File: config.mk
export PLATFORM = sky130hd
export DESIGN_NAME = rate_cond_top
export DESIGN_NICKNAME = d
export VERILOG_FILES = /design/src/rtl/rc_pkg.sv /design/src/rtl/rc_offset_scale.sv /design/src/rtl/rc_axis_path.sv /design/src/rtl/rate_cond_top.sv
export SDC_FILE = /design/constraint.sdc
export NUM_CORES = 1
export LEC_CHECK = 0
export BUFFER_PORTS_ARGS = -buffer_cell sky130_fd_sc_hd__buf_2
export CAP_MARGIN = 20
export CORE_MARGIN = 5
export CORE_UTILIZATION = 60
export CTS_BUF_LIST = sky130_fd_sc_hd__clkbuf_8
export DETAILED_ROUTE_END_ITERATION = 10
export GPL_TIMING_DRIVEN = 0
export PLACE_DENSITY = 0.83
export SLEW_MARGIN = 10
export SYNTH_ARGS = -nofsm -noshare
export SYNTH_HDL_FRONTEND = slang
export SYNTH_HIERARCHICAL = 1
export SYNTH_SLANG_ARGS = --single-unit
export TNS_END_PERCENT = 30
File: constraint.sdc
create_clock -name clk -period 1.3 [get_ports clk]
set_input_delay 0.26 -clock clk [delete_from_list [all_inputs] [get_ports clk]]
set_output_delay 0.26 -clock clk [all_outputs]
set_load 0.05 [all_outputs]
File: src/rtl/rc_pkg.sv
package rc_pkg;

    // Identifies which physical axis a conditioning lane serves; the
    // offset polarity is selected from it.
    typedef enum logic {
        AXIS_X = 1'b0,
        AXIS_Y = 1'b1
    } axis_e;

endpackage

File: src/rtl/rc_offset_scale.sv
module rc_offset_scale #(
    parameter int OFFS_W  = 7,
    parameter int WIDE_W  = 19,
    parameter int STEP_LO = 257,
    parameter int STEP_HI = 128
) (
    input  logic [OFFS_W-1:0]        off_cnt,
    input  logic                     wide_fs,
    output logic signed [WIDE_W-1:0] off_lsb
);

    logic signed [WIDE_W-1:0] cnt_ext;
    logic signed [WIDE_W-1:0] weight;

    always_comb begin
        cnt_ext = WIDE_W'($signed(off_cnt));
        weight  = wide_fs ? WIDE_W'(STEP_HI) : WIDE_W'(STEP_LO);
        off_lsb = cnt_ext * weight;
    end

endmodule

File: src/rtl/rc_axis_path.sv
module rc_axis_path
    import rc_pkg::*;
#(
    parameter int    SAMPLE_W = 16,
    parameter int    WIDE_W   = 19,
    parameter axis_e AXIS     = AXIS_X
) (
    input  logic [SAMPLE_W-1:0]        raw,
    input  logic signed [WIDE_W-1:0]   off_lsb,
    input  logic                       negate,
    output logic signed [SAMPLE_W-1:0] result
);

    localparam logic signed [WIDE_W-1:0] MAX_W = WIDE_W'((1 << (SAMPLE_W-1)) - 1);
    localparam logic signed [WIDE_W-1:0] MIN_W = -WIDE_W'(1 << (SAMPLE_W-1));

    logic signed [WIDE_W-1:0] raw_w;
    logic signed [WIDE_W-1:0] corr_w;
    logic signed [WIDE_W-1:0] signed_w;

    assign raw_w = WIDE_W'($signed(raw));

    generate
        if (AXIS == AXIS_X) begin : g_neg_pol
            assign corr_w = raw_w - off_lsb;
        end else begin : g_pos_pol
            assign corr_w = raw_w + off_lsb;
        end
    endgenerate

    always_comb begin
        signed_w = negate ? -corr_w : corr_w;
        if (signed_w > MAX_W) begin
            result = MAX_W[SAMPLE_W-1:0];
        end else if (signed_w < MIN_W) begin
            result = MIN_W[SAMPLE_W-1:0];
        end else begin
            result = signed_w[SAMPLE_W-1:0];
        end
    end


    always_comb begin
        clamp_range_chk: assert (!(negate && corr_w == MIN_W) || result == MAX_W[SAMPLE_W-1:0])
            else $error("clamp of negated minimum failed");
    end

endmodule

File: src/rtl/rate_cond_top.sv
module rate_cond_top
    import rc_pkg::*;
#(
    parameter int SAMPLE_W = 16,
    parameter int OFFS_W   = 7,
    parameter int STEP_LO  = 257,
    parameter int STEP_HI  = 128
) (
    input  logic                clk,
    input  logic                rst_n,
    input  logic                in_valid,
    input  logic [SAMPLE_W-1:0] raw_x,
    input  logic [SAMPLE_W-1:0] raw_y,
    input  logic                cfg_swap,
    input  logic                cfg_neg_x,
    input  logic                cfg_neg_y,
    input  logic                cfg_wide_fs,
    input  logic [OFFS_W-1:0]   cfg_off_x,
    input  logic [OFFS_W-1:0]   cfg_off_y,
    output logic                out_valid,
    output logic [SAMPLE_W-1:0] out_a,
    output logic [SAMPLE_W-1:0] out_b
);

    localparam int WIDE_W = SAMPLE_W + 3;
    localparam int N_AX   = 2;

    typedef struct packed {
        logic                vld;
        logic [SAMPLE_W-1:0] a;
        logic [SAMPLE_W-1:0] b;
    } state_t;

    state_t st_d, st_q;

    logic [SAMPLE_W-1:0]        raw_v [N_AX];
    logic [OFFS_W-1:0]          off_v [N_AX];
    logic                       neg_v [N_AX];
    logic signed [WIDE_W-1:0]   lsb_v [N_AX];
    logic signed [SAMPLE_W-1:0] res_v [N_AX];

    assign raw_v[0] = raw_x;
    assign raw_v[1] = raw_y;
    assign off_v[0] = cfg_off_x;
    assign off_v[1] = cfg_off_y;
    assign neg_v[0] = cfg_neg_x;
    assign neg_v[1] = cfg_neg_y;

    generate
        for (genvar i = 0; i < N_AX; i++) begin : g_lane
            localparam axis_e LANE_AXIS = (i == 0) ? AXIS_X : AXIS_Y;

            rc_offset_scale #(
                .OFFS_W (OFFS_W),
                .WIDE_W (WIDE_W),
                .STEP_LO(STEP_LO),
                .STEP_HI(STEP_HI)
            ) u_scale (
                .off_cnt(off_v[i]),
                .wide_fs(cfg_wide_fs),
                .off_lsb(lsb_v[i])
            );

            rc_axis_path #(
                .SAMPLE_W(SAMPLE_W),
                .WIDE_W  (WIDE_W),
                .AXIS    (LANE_AXIS)
            ) u_path (
                .raw    (raw_v[i]),
                .off_lsb(lsb_v[i]),
                .negate (neg_v[i]),
                .result (res_v[i])
            );
        end
    endgenerate

    always_comb begin
        st_d     = st_q;
        st_d.vld = in_valid;
        if (in_valid) begin
            st_d.a = cfg_swap ? res_v[1] : res_v[0];
            st_d.b = cfg_swap ? res_v[0] : res_v[1];
        end
    end

    always_ff @(posedge clk or negedge rst_n) begin
        if (!rst_n) begin
            st_q <= '0;
        end else begin
            st_q <= st_d;
        end
    end

    assign out_valid = st_q.vld;
    assign out_a     = st_q.a;
    assign out_b     = st_q.b;


    latency_chk: assert property (@(posedge clk) disable iff (!rst_n)
        in_valid |=> out_valid);


    no_spurious_chk: assert property (@(posedge clk) disable iff (!rst_n)
        !in_valid |=> !out_valid);


    hold_chk: assert property (@(posedge clk) disable iff (!rst_n)
        !in_valid |=> ($stable(out_a) && $stable(out_b)));


    straight_chk: assert property (@(posedge clk) disable iff (!rst_n)
        (in_valid && !cfg_swap && !cfg_neg_x && cfg_off_x == '0)
        |=> out_a == $past(raw_x));


    crossed_chk: assert property (@(posedge clk) disable iff (!rst_n)
        (in_valid && cfg_swap && !cfg_neg_y && cfg_off_y == '0)
        |=> out_a == $past(raw_y));

endmodule

Word level (Yosys, flattened, before mapping) --
Index checks and enable logic that the tools add are counted. Widths: inputs -> output; s select.
Storage, ports and cells: logic and storage cells 22, output and inout bits 33, bits of input ports 53, bits in registers 33
Cells by class: multiply operators 2, $add $sub $neg 4, $lt $le $gt $ge 4, mux-type cells 9
Operator list (number):
- $mux 16 | 6
- $gt 19x16->1 const B | 2
- $lt 19x16->1 const B | 2
- $mux 19 | 2
- $neg 19->19 | 2
- $mul 7x10->17 | 2
- $add 16x17->18 | 1
- $sub 16x17->18 | 1
- $mux 9 | 1

Logic depth before layout (Yosys ltp) --
Gate-level depths: netlist (run 1).
depth in word-level cells 9, depth in mapped cells 29, gate-level depth less buffers 27

By module --
Netlist (run 1), hierarchy kept.
Modules (own cells, without submodules):
- rc_axis_path at g_lane[1].u_path | cells each 268, area an instance 1925.6 um2, seq. area each 0.0 um2, times used 1
- rc_axis_path at g_lane[0].u_path | cells each 259, area an instance 1815.5 um2, seq. area each 0.0 um2, times used 1
- rc_offset_scale | cells each 102, area an instance 874.6 um2, seq. area each 0.0 um2, times used 2
- rate_cond_top | cells each 140, area an instance 1531.5 um2, seq. area each 825.8 um2, times used 1

Worst setup path before layout (run 1) --
OpenSTA, ideal clock, no wires.
path type input-to-reg, start point input port cfg_wide_fs, end point register st_q, in the netlist out_b[7], stages 29, buffers on the path 2, library setup time 0.077 ns, setup slack -4.488 ns, arrival time 5.711 ns, data required time 1.223 ns, path through clkbuf_1 and2_1 ha_1 ha_1 inv_1 fa_1 inv_1 ha_1 ha_1 o21ai_0 o21bai_1 a21oi_1 xnor2_1 inv_1 ha_1 a21oi_1 o211ai_1 nor2_1 a211oi_1 o21bai_1 or2_2 or4_4 mux2i_1 o31a_1 nand2b_2 buf_6 o21ai_2 mux2i_1 a21oi_1
RTL lines:
- from (decl) | RTL line rate_cond_top.sv:17 | input logic cfg_wide_fs,
- to (signal assigned) | RTL line rate_cond_top.sv:90 | st_q <= st_d;
- to (decl) | RTL line rate_cond_top.sv:34 | state_t st_d, st_q;

==> results of run 1 <==
==> cells in the final DEF (no fill, tap or decap), drive strengths merged, types with 9 or more instances in the layout <==
master	synthesis	routed
mux2i	39	39
o21a	10	10
o21ai	63	63
dfrtp	33	33
xnor2	39	39
nand2	51	51
inv	65	66
xor2	28	28
fa	10	10
nor2b	17	17
nor3	18	18
ha	102	102
nor2	69	69
clkbuf	15	19
nand2b	9	9
buf	24	140
and2	14	14
a21o	26	26
nand3	16	16
a211oi	14	14
a21oi	79	79
o31ai	11	11
o211ai	11	11
==> state kept, by name, indices dropped and copies added (netlist names) <==
register / flops
out_valid: 1
out_a: 16
out_b: 16
==> power by group <==
group          internal, uW  leakage [uW]  total (uW)  switching (uW)
clock network           363     0.0000491         747             384
logic                  6450       0.00363       15900            9440
registers              1500      0.000358        1760             259
total                  8310       0.00404       18400           10100
==> logic make-up after synthesis <==
group / after synthesis / synth area share, %
AOI/OAI and AO/OA: 270 / 27.3
xor gates and xnor gates: 67 / 8.46
adders and majority gates: 112 / 21.0
buffers and inverters: 104 / 7.41
DFF: 33 / 11.8
muxes: 40 / 5.72
other: 2 / 0.107
and+or+nand+nor: 243 / 18.2
==> critical path: cells and delay by family <==
family / cells / cell delay, ns
adders and majority gates: 6 / 1.77
AOI/OAI and AO/OA: 11 / 1.82
muxes: 1 / 0.11
xor gates and xnor gates: 1 / 0.18
and+or+nand+nor: 5 / 0.97
buffers and inverters: 7 / 0.72
==> layout make-up <==
type	count	area share, %
buffer	38	3.79
inverter	65	2.68
clock inverter	3	0.151
timing repair buffer	117	8.41
sequential	33	9.07
antenna	1	0.0275
clock buffer	5	0.756
multi-input combinational	736	73.1
tap	143	1.97
==> routing by layer <==
layer / up-vias / share of wire (%)
met4: 0 / 3.2
met5: - / 0
met3: 51 / 4.8
li1: 3401 / -
met2: 224 / 47
met1: 3267 / 45
==> per-stage QoR <==
step | total power (uW) | hold slack (ns)
2_1_floorplan | 12100 | -0.0356
6_report | 18400 | 0.0191
4_1_cts | 16800 | 0.0443
3_3_place_gp | 14400 | 0.354
3_5_place_dp | 14600 | 0.352
5_1_grt | 19500 | 0.0712
==> what timing repair did <==
action | CTS | global route
pin swaps | 38 | 40
setup buffers | 21 | 8
cloned | 3 | 1
setup endpoints to repair | 32 | 32
resized for setup | 46 | 41
endpoints found under the hold margin | 0 | 0
==> worst max-delay path by stage <==
stage | from | to | slack, ns | depth (start not counted)
finish | cfg_wide_fs | out_a[0] | -4.36 | 31
global route | cfg_wide_fs | out_a[0] | -4.50 | 27
CTS | cfg_wide_fs | out_b[7] | -4.17 | 30
detailed placement | cfg_wide_fs | out_b[8] | -4.80 | 30
global placement | cfg_wide_fs | out_b[8] | -4.77 | 30
floorplan | cfg_wide_fs | out_b[4] | -3.84 | 25
==> flow_summary.yaml, run 1 <==
place:
  place_congestion: 0.921
  io_buffers: 84
  dpl.cell_count: 1100
  pre_cts_ws_ns: -4.80
  hpwlAfterDp_mm: 14.6
  placed_area_sq_um: 8270
synthesis:
  synthTopCellsByArea: "ha_1 (18%), dfrtp_1 (12%), mux2i_1 (5.6%), a21oi_1 (5.4%), xnor2_1 (4.9%)"
  yosysWarnings: 6
  avgSynthCellArea_sq_um: 8.06
  synth-edff-count: 0
  yosysMostFrequentCell: "ha_1"
  synth_ff_type: "dfrtp_1"
  synth_top_area_share_pct: 18.2
  yosys.area.top_type: "ha_1"
  synth_seq_area_share_pct: 11.8
  yosysUniqueCellTypes: 93
  netlist_area_sq_um: 7020
  yosys-top-cells-count: "ha_1 (102), a21oi_1 (76), nor2_1 (67), inv_1 (65), nand2_1 (51)"
  syn_inst: 871
  ys_async_sr_fraction_pct: 100
  ys_ff_latch: 33
sta:
  slew_violations: 0
  fin_crit_sh_pct: 436
  setup_viol: 32
  relSlewSlack_pct: 52.5
  rsz0062_at_grt: "yes"
  setup_ws_ns: -4.36
  tightest_slew_ns: 0.701
  fmax_mhz: 177
  finalCriticalPeriod_ns: 5.66
  skew_ns: 0
  hold_viol_final: 0
  finalSetupTns_ns: -135.68
floorplan:
  ioPinCount: 86
  start_util_pct: 61.2
  fp.dieH_um: 118
  num_rows: 39
  core_area_sq_um: 11500
  dieWidth_um: 118
  dieArea_sq_um: 14000
route:
  firstDrtPassIters: 5
  ant_nets: 0
  post-route-drc-count: 0
  post_drt_wl_per_cell_um: 17.4
  viasPerCell: 6.09
  wirelength_mm: 19.8
  drt_iter0_markers: 472
  vias: 6943
cts:
  cts_made_buffers: 5
  path_clk_slew_ns: 0.07
  ctsHoldBuffers: 0
  clk-insertion-delay-late_ns: 0.29
  cts_tree: "yes"
  max-clock-path-buffers: 2
  cts.htree.levels: 2
  clock-sinks: 33
  cts-root-buf: "clkbuf_8"
power:
  p_leak_uw: 0.00404
  p_per_area_nw_per_um2: 2020
  ir_drop_mv: 2.29
critical_path:
  cpPeakStageDelay_ns: 0.50
  setup.worst_path.start_class: "primary input"
  critical_path_peak_fanout: 6
  crit_path_top_delay_cell: "fa_1"
  reg2regPathDepth: 2
  reg2reg_to: "out_a[7]"
  critPathRequiredTime_ns: 1.49
  rr_startpoint: "out_a[7]"
  crit_type: "in2reg"
  worstPathArrival_ns: 5.85
  r2r_slack_ns: 0.55
  crit_top_cell: "ha_4"
  cp-end-kind: "register"
flow_run:
  drv_cap: 0
global_route:
  track_usage_pct: 25.9
  grt_max_degree: 34
  grt_pass1_vias: 6630
  met3_usage_pct: 2.44
  grtUsageMet1_pct: 35.2
  grt_pass1_wl_mm: 31.1
  grt.busiest_layer: "met2"
  antenna_found_initial: 1
  grt_use_met2_pct: 44.2
  grt_overflow: 0
min_path:
  holdCritPathClass: "in2async"
status:
  status: "finished with violations"
  violations: "setup timing"
final_layout:
  multiInputGateArea_sq_um: 6660
  regArea_sq_um: 826
  syn2layout_area_growth_pct: 29.6
  fin_util_pct: 79.4
  nets: 1161
  n_fill_cell: 757
  drive_gt1_share_pct: 32.3
  fin_area_sq_um: 9100
  final_cells: 1141
Power figures use the tool's default switching activity.
==> run 2: changes to the inputs <==
CORE_ASPECT_RATIO = 1.5   (was not set)
==> run 2 against run 1 <==
  * First-iteration DRC count fell by 13%
  * Sequential cell count did not move
  * Final cell count rose by 2.5%
  * Non-clock buffer count grew 23
  * Via count rose by 3.1%
  * Routed wire length rose by 5.9%
  * Highest routed layer unchanged
  * Register-to-register slack hardly changed
  * The run still ends with setup timing left
  * Die area up 0.32%
  * Hold slack improved by 0.0054 ns
  * Clock-buffer cell count is 1 higher
==> flow_summary.yaml, run 2 (synthesized netlist as in run 1, its figures left out) <==
sta:
  rsz0062_at_grt: "yes"
  hold_viol_final: 0
  slew_violations: 0
  fin_crit_sh_pct: 428
  finalSetupTns_ns: -133.52
  setup_ws_ns: -4.26
  finalCriticalPeriod_ns: 5.56
  skew_ns: 0
  setup_viol: 32
  relSlewSlack_pct: 53.3
  tightest_slew_ns: 0.701
  fmax_mhz: 180
  fin_hold_ws_ns: 0.0245
floorplan:
  dieWidth_um: 98.3
  core_area_sq_um: 11500
  dieArea_sq_um: 14000
  start_util_pct: 61.2
  num_rows: 48
  fp.dieH_um: 142
  ioPinCount: 86
final_layout:
  antennaDiodeCount: 0
  n_fill_cell: 713
  nets: 1184
  drive_gt1_share_pct: 36.4
  final_common_cell: "buf_2"
  syn2layout_area_growth_pct: 35.7
  layout_common_cells: "buf_2 (88), a21oi_1 (65), nor2_1 (63)"
  fin_area_sq_um: 9530
global_route:
  track_usage_pct: 27.7
  grt_overflow: 0
  grt_pass1_wl_mm: 32.6
  grt_max_degree: 34
  grt_pass1_vias: 7151
  antenna_found_initial: 0
place:
  placed_area_sq_um: 8280
  hpwlAfterDp_mm: 15.2
  place_congestion: 0.876
  io_buffers: 84
power:
  power_frac_clock_pct: 3.9
  intPower_uw: 8890
  combinationalPowerShare_pct: 86.9
  p_per_area_nw_per_um2: 2020
  ir_drop_mv: 1.62
  p_leak_uw: 0.00421
  p_switching_uw: 10300
  p_seq_share_pct: 9.2
  p_sw_share_pct: 53.8
critical_path:
  critPathRequiredTime_ns: 1.44
  crit_type: "in2reg"
  setup.worst_path.start_class: "primary input"
  worstPathArrival_ns: 5.70
  critical_path_peak_fanout: 6
  cp-end-kind: "register"
route:
  firstDrtPassIters: 5
  vias: 7157
  wirelength_mm: 21.0
  ant_nets: 0
  post-route-drc-count: 0
  drt_iter0_markers: 410
  post_drt_wl_per_cell_um: 17.9
  viasPerCell: 6.12
cts:
  clock-sinks: 33
  cts_made_buffers: 5
  cts_tree: "yes"
  path_clk_slew_ns: 0.06
  cts-root-buf: "clkbuf_8"
  clk-insertion-delay-late_ns: 0.28
  cts.htree.levels: 2
  max-clock-path-buffers: 2
min_path:
  holdCritPathClass: "in2async"
status:
  status: "finished with violations"
  violations: "setup timing"
flow_run:
  drv_cap: 0
## run 2: changes by cell type in the layout (fill, tap and decap cells not counted), sizes merged
cell	change
diode	-1
buf	+25
bufbuf	-1
clkinv	-2
## run 2: metal layers
metal / track usage [%] / share of wire, % / up-vias / wire length [um]
met2: 55.7 / 56 / 241 / 11700
met1: 29.1 / 37 / 3400 / 7710
met4: 10.1 / 3.7 / 0 / 766
li1: - / - / 3452 / -
met3: 2.80 / 3.8 / 64 / 807
met5: 0 / 0 / - / 0
## run 2: critical path, cell delays in order
cell and delay (ns):
buf_12 0.11, buf_8 0.11, buf_12 0.12, buf_6 0.11, and2_4 0.13, ha_4 0.27, ha_4 0.20, ha_4 0.24
ha_4 0.18, fa_2 0.38, a21o_4 0.24, a21oi_4 0.22, xnor2_2 0.13, ha_1 0.30, clkbuf_8 0.16, nand2_4 0.09
a2111oi_4 0.22, or3_1 0.16, o2111ai_1 0.11, or4b_4 0.57, o31a_1 0.33, xnor2_1 0.30, o21a_4 0.22, buf_12 0.12
o21ai_1 0.08, mux2i_1 0.23, a21oi_1 0.11
## run 2: area by class of cell
| type | count | area [sq um] | share of cell area [%] |
|---|---|---|---|
| multi-input combinational | 736 | 6900 | 72.4 |
| timing repair buffer | 141 | 962 | 10.1 |
| clock buffer | 6 | 82.6 | 0.867 |
| inverter | 65 | 244 | 2.56 |
| tap | 150 | 188 | 1.97 |
| buffer | 37 | 324 | 3.40 |
| sequential | 33 | 826 | 8.67 |
| clock inverter | 1 | 3.75 | 0.0394 |
## run 2: path summary, 6_finish.rpt
path                        endpoint  cells past startpoint  slack, ns         from
setup / recovery            out_a[3]                     27      -4.26  cfg_wide_fs
setup reg to reg            out_a[2]                      2       0.56     out_a[2]
hold reg to reg            out_a[14]                      2       0.52    out_a[14]
hold / removal             out_b[10]                      1       0.02        rst_n
max in group asynchronous   out_a[2]                      1       0.83        rst_n
min in group clk           out_valid                      1       0.10     in_valid
## run 2: timing repair
action | in CTS | in global routing
setup endpoints to repair | 32 | 32
hold buffers | 0 | 0
resized for setup | 58 | 71
setup buffers | 33 | 21
gates cloned | 3 | 1
pin swaps | 57 | 61
## run 2: metrics by stage
stage	std cells	total power, uW	setup WS [ns]	util, %
floorplan	873	12100	-3.84	-
global placement	1107	14500	-4.87	72.2
detailed placement	1107	14700	-4.91	72.2
CTS	1148	17300	-4.27	78.3
global route	1169	20400	-4.48	83.1
finish	1169	19200	-4.26	83.1
## run 2: power by group through the flow
stage	Combinational (uW)	Sequential (uW)	Clock, uW
2_1_floorplan	8780	3370	0
3_3_place_gp	12700	1760	0
3_5_place_dp	12900	1770	0
4_1_cts	14800	1760	750
5_1_grt	17800	1810	799
6_report	16700	1770	756
